`src/rtl/uart_fifo_dmareq.sv`:
```
module uart_fifo_dmareq #(
  parameter int DEPTH      = 16,
  parameter int TOUT_CHARS = 4,
  localparam int CW = $clog2(DEPTH + 1),
  localparam int TW = $clog2(TOUT_CHARS + 1)
) (
  input  logic          clk,
  input  logic          rst_n,
  input  logic          cfg_we,
  input  logic [7:0]    cfg_wdata,
  input  logic [CW-1:0] rx_count,
  input  logic [CW-1:0] tx_count,
  input  logic          char_tick,
  input  logic          rx_push,
  input  logic          rx_pop,
  output logic          fifo_en,
  output logic          fifo_clr,
  output logic          rx_dma_req,
  output logic          tx_dma_req
);

  logic          en_q, dma_q, clr_q;
  logic [1:0]    lvl_q;
  logic [TW-1:0] tcnt;
  logic [CW-1:0] trig;
  logic          dma_on, rx_nonempty, tout;
  logic          unused_bits;

  assign unused_bits = ^{cfg_wdata[5:4], cfg_wdata[2:1]};

  always_ff @(posedge clk or negedge rst_n)
    if (!rst_n) begin
      en_q  <= 1'b0;
      dma_q <= 1'b0;
      lvl_q <= 2'd0;
      clr_q <= 1'b0;
    end else begin
      clr_q <= cfg_we && (cfg_wdata[0] != en_q);
      if (cfg_we) begin
        en_q <= cfg_wdata[0];
        if (cfg_wdata[0]) begin
          dma_q <= cfg_wdata[3];
          lvl_q <= cfg_wdata[7:6];
        end
      end
    end

  always_comb
    case (lvl_q)
      2'd0:    trig = CW'(1);
      2'd1:    trig = CW'(DEPTH / 4);
      2'd2:    trig = CW'(DEPTH / 2);
      default: trig = CW'(DEPTH - 2);
    endcase

  assign rx_nonempty = rx_count != '0;

  always_ff @(posedge clk or negedge rst_n)
    if (!rst_n)
      tcnt <= '0;
    else if (!en_q || !rx_nonempty || rx_push || rx_pop || clr_q)
      tcnt <= '0;
    else if (char_tick && tcnt != TW'(TOUT_CHARS))
      tcnt <= tcnt + 1'b1;

  assign tout       = rx_nonempty && tcnt == TW'(TOUT_CHARS);
  assign dma_on     = en_q && dma_q;
  assign fifo_en    = en_q;
  assign fifo_clr   = clr_q;
  assign rx_dma_req = dma_on && (rx_count >= trig || tout);
  assign tx_dma_req = dma_on && tx_count < CW'(DEPTH);

endmodule

```
`config.mk`:
```
export PLATFORM = sky130hd
export DESIGN_NAME = uart_fifo_dmareq
export DESIGN_NICKNAME = d
export VERILOG_FILES = /design/src/rtl/uart_fifo_dmareq.sv
export SDC_FILE = /design/constraint.sdc
export NUM_CORES = 1
export LEC_CHECK = 0
export BUFFER_PORTS_ARGS = -buffer_cell sky130_fd_sc_hd__buf_4
export CORE_MARGIN = 10
export CORE_UTILIZATION = 35
export DETAILED_ROUTE_END_ITERATION = 16
export GPL_TIMING_DRIVEN = 0
export PLACE_DENSITY = 0.66
export SLEW_MARGIN = 20
export SYNTH_ARGS = -nofsm -noshare
export SYNTH_HDL_FRONTEND = slang
export SYNTH_SLANG_ARGS = --single-unit
```
`constraint.sdc`:
```
create_clock -name clk -period 1.8 [get_ports clk]
set_input_delay 0 -clock clk [delete_from_list [all_inputs] [get_ports clk]]
set_output_delay 0 -clock clk [all_outputs]
set_load 0.005 [all_outputs]
```
==> Implementation_results.wiki <==
{| class="wikitable"
! Metric !! Value
|-
| Run status || completed
|-
| Highest net fanout along the worst path || 4
|-
| Skew-Pair Late Insertion Delay || 240 ps
|-
| Post-layout util || 56.3%
|-
| Die extent in x || 57.8 µm
|-
| Hold Path Sink || tcnt[1]
|-
| CTS sink cnt || 8
|-
| Count of pins on the block boundary || 28
|-
| Cell types with the largest area share after synthesis || sky130_fd_sc_hd__dfrtp_1 40%, sky130_fd_sc_hd__ha_1 15%, sky130_fd_sc_hd__mux2_2 6.7%
|-
| Number of iterations in the first detailed-routing pass || 1
|-
| Ratio of routed vias to standard cells || 4.93
|-
| Per-cell routed wire length || 12.3 µm
|-
| Number of inserted filler cells in the final layout || 118
|-
| Worst hold path depth || 3
|-
| Register area share after synthesis || 40.0%
|-
| Wire length of the first global-routing pass || 2.05 mm
|-
| Worst-case headroom to the max-slew limit || 64.8%
|-
| Power density of the placed cells || 615 nW/µm²
|-
| CTS tree || done
|-
| Distinct cell type count after synthesis || 22
|-
| Worst path slowest cell || sky130_fd_sc_hd__dfrtp_1
|-
| Clock transition at the registers of the reported paths || 50 ps
|-
| Family with the most delay on the worst path || flip-flops
|-
| Die boundary height || 57.8 µm
|-
| Share of layout cells above drive strength 1 || 39.0%
|-
| Maximum clock insertion buffer count || 2
|-
| Post-Syn Area || 500 µm²
|-
| Slew of the pin with the lowest slew margin || 520 ps
|-
| Total number of yosys warnings || 0
|-
| Standard-cell rows || 13
|-
| Final critical-path setup slack || 156 ps
|-
| Number of pins with negative max-slew slack in the final report || 0
|-
| Static leakage || 0.361 nW
|-
| Max-cap violations || 0
|-
| Share of Yosys cell area claimed by the top area cell type || 40.0%
|-
| Number of setup violations in the final report || 0
|-
| Final Routed Wirelength || 1.13 mm
|-
| Total Neg Setup Slack || 0 ps
|-
| Post-placement worst setup slack || 373 ps
|-
| Total Nets Final || 109
|-
| Beginning of the worst register-to-register path || tcnt[0]
|-
| Count of port buffers added during placement || 19
|-
| Total count of hold-check failures in the final report || 0
|-
| Post-detailed-route count of antenna-violating nets || 0
|-
| Unrepaired setup endpoints after global routing || no
|-
| Syn_nets || 80
|-
| Smallest hold slack || 67.3 ps
|-
| Number of global-route vias before repair || 488
|-
| Number of cells traversed by the worst register-to-register path || 5
|-
| Initial DRC Count || 0
|-
| Grt total ovfl || 0
|-
| Routed via count || 454
|-
| Area added between synthesis and finish || 48.3%
|-
| Reg-to-reg slack, setup || 430 ps
|-
| Clock root cell || sky130_fd_sc_hd__clkbuf_4
|-
| Gate count of the mapped netlist || 50
|-
| Initial standard-cell utilization of the core || 38.0%
|-
| CP required || 1800 ps
|-
| Final critical-path share of the clock period || 91.3%
|-
| Maximum number of pins on one net before global-route repair || 9
|-
| Post-layout min period || 1640 ps
|-
| FMAX || 608 MHz
|-
| Worst hold path class || in -> reg
|-
| Post-route cell area || 742 µm²
|-
| Worst setup EP type || primary output
|-
| Number of buffers added by the clock tree synthesis step || 3
|-
| Tot GR Track Use || 7.25%
|-
| Post-detailed-placement cell area || 662 µm²
|-
| Synth Area per Inst || 10.0 µm²
|-
| Data arrival time at the worst-slack endpoint || 1640 ps
|-
| Number of H-tree levels || 1
|-
| Cells along the critical path || nor2_2, ha_1, nand2b_1, a211oi_2, o221ai_1, buf_4
|-
| Post-route DRC violation count || 0
|-
| Endpoint of the worst register-to-register path || tcnt[1]
|-
| Beginning of the worst hold path || rx_count[4]
|-
| Area of the core region || 1320 µm²
|-
| Yosys top cell by area || sky130_fd_sc_hd__dfrtp_1
|-
| Kind of start point of the critical path || register
|-
| Clk_skew || 1.28 ps
|-
| Antenna cells || 0
|-
| Flip-flop and latch count after synthesis || 8
|-
| Number of antenna violations at the first check in global routing || 0
|-
| DIE AREA || 3340 µm²
|-
| Start-to-end type of the worst setup path || reg -> out
|-
| Count of buffering cells on the critical path with inverters included || 1
|-
| Half-perimeter wire length of the detailed placement result || 1.01 mm
|-
| CP peak stage delay || 400 ps
|-
| Peak ir drop on the vdd network || 368 µV
|-
| Routability Congestion || 0.691
|}
placed cells by master, fill, tap and decap left out, types with 2 or more instances in the layout:
master | Yosys | layout
sky130_fd_sc_hd__dlygate4sd3_1 | 0 | 5
sky130_fd_sc_hd__o21ai_0 | 2 | 2
sky130_fd_sc_hd__inv_1 | 6 | 6
sky130_fd_sc_hd__nand2_1 | 5 | 5
sky130_fd_sc_hd__dfrtp_1 | 8 | 8
sky130_fd_sc_hd__clkbuf_4 | 0 | 3
sky130_fd_sc_hd__buf_4 | 0 | 19
sky130_fd_sc_hd__ha_1 | 6 | 6
sky130_fd_sc_hd__mux2_2 | 3 | 3
sky130_fd_sc_hd__nor2_1 | 5 | 4
metal layers:
| metal | vias to the layer above | wire, µm | GRT usage [%] |
|---|---|---|---|
| met1 | 211 | 477 | 7.82 |
| met3 | 0 | 105 | 3.27 |
| met5 | - | 0 | 0 |
| met4 | 0 | 0 | 2.01 |
| li1 | 229 | - | - |
| met2 | 14 | 546 | 12.4 |
registers in the layout (all words and copies together) (netlist names):
register	count
tcnt	3
fifo_en	1
fifo_clr	1
lvl_q	2
dma_q	1
worst max-delay path by stage:
stage / from / endpoint / cells after the start
floorplan: tcnt[0] / tcnt[1] / 5
global placement: lvl_q[1] / rx_dma_req / 6
detailed placement: lvl_q[1] / rx_dma_req / 6
CTS: lvl_q[1] / rx_dma_req / 6
global route: lvl_q[1] / rx_dma_req / 6
finish: lvl_q[1] / rx_dma_req / 6
metrics by stage:
stage,power [W],instances
floorplan,0.000261,50
global placement,0.000315,84
detailed placement,0.000321,84
CTS,0.000463,92
global route,0.000489,92
finish,0.000456,92
cells in the mapped netlist:
| library cell | instances |
|---|---|
| sky130_fd_sc_hd__xnor2_1 | 1 |
| sky130_fd_sc_hd__o221ai_1 | 1 |
| sky130_fd_sc_hd__mux2_2 | 3 |
| sky130_fd_sc_hd__a211oi_1 | 1 |
| sky130_fd_sc_hd__and4_1 | 1 |
| sky130_fd_sc_hd__o21ai_2 | 1 |
| sky130_fd_sc_hd__or2_2 | 1 |
| sky130_fd_sc_hd__inv_1 | 6 |
| sky130_fd_sc_hd__nand2_1 | 5 |
| sky130_fd_sc_hd__or4_4 | 1 |
| sky130_fd_sc_hd__nor2_1 | 5 |
| sky130_fd_sc_hd__a21boi_0 | 1 |
| sky130_fd_sc_hd__dfrtp_1 | 8 |
| sky130_fd_sc_hd__ha_1 | 6 |
| sky130_fd_sc_hd__o21ai_0 | 2 |
| sky130_fd_sc_hd__o2111ai_1 | 1 |
| sky130_fd_sc_hd__a21oi_1 | 1 |
| sky130_fd_sc_hd__nand2b_1 | 1 |
| sky130_fd_sc_hd__xor2_1 | 1 |
| sky130_fd_sc_hd__and2_1 | 1 |
| sky130_fd_sc_hd__nor4b_1 | 1 |
| sky130_fd_sc_hd__mux2i_1 | 1 |
final cells by class:
| class | count | area (µm²) | share of cell area [%] |
|---|---|---|---|
| Multi-Input combinational cell | 36 | 285 | 38.4 |
| Sequential cell | 8 | 200 | 27.0 |
| Timing Repair Buffer | 24 | 193 | 26.0 |
| Clock buffer | 3 | 22.5 | 3.04 |
| Inverter | 6 | 22.5 | 3.04 |
| Tap cell | 15 | 18.8 | 2.53 |
power by group:
part           leakage, nW  switching, W  total (W)  internal (W)
Sequential           0.102     0.0000163   0.000211      0.000195
Combinational        0.245     0.0000453   0.000119     0.0000734
Clock               0.0138     0.0000503   0.000126     0.0000756
logic make-up after synthesis:
kind of cell	Yosys count	share of synthesized area [%]
xor gates and xnor gates	2	3.50
adders and majority gates	6	15.0
buffers and inverters	6	4.50
DFF	8	40.0
AOI/OAI and AO/OA	8	11.3
and+or+nand+nor	16	17.0
muxes	4	8.75
repair_timing:
action | in CTS | in global routing
setup endpoints to repair | 0 | 1
resized for setup | 0 | 2
hold buffers | 5 | 0
hold endpoints to repair | 13 | 0
buffers inserted | 0 | 0
worst reg2reg max path, delay by kind of cell (launching register included):
| kind | cells | cell delay, ps |
|---|---|---|
| and+or+nand+nor | 1 | 50 |
| muxes | 1 | 230 |
| AOI/OAI and AO/OA | 1 | 330 |
| DFF | 1 | 380 |
| adders and majority gates | 1 | 210 |
| buffers and inverters | 1 | 60 |
Note: power is estimated with default switching activity, not from simulation.
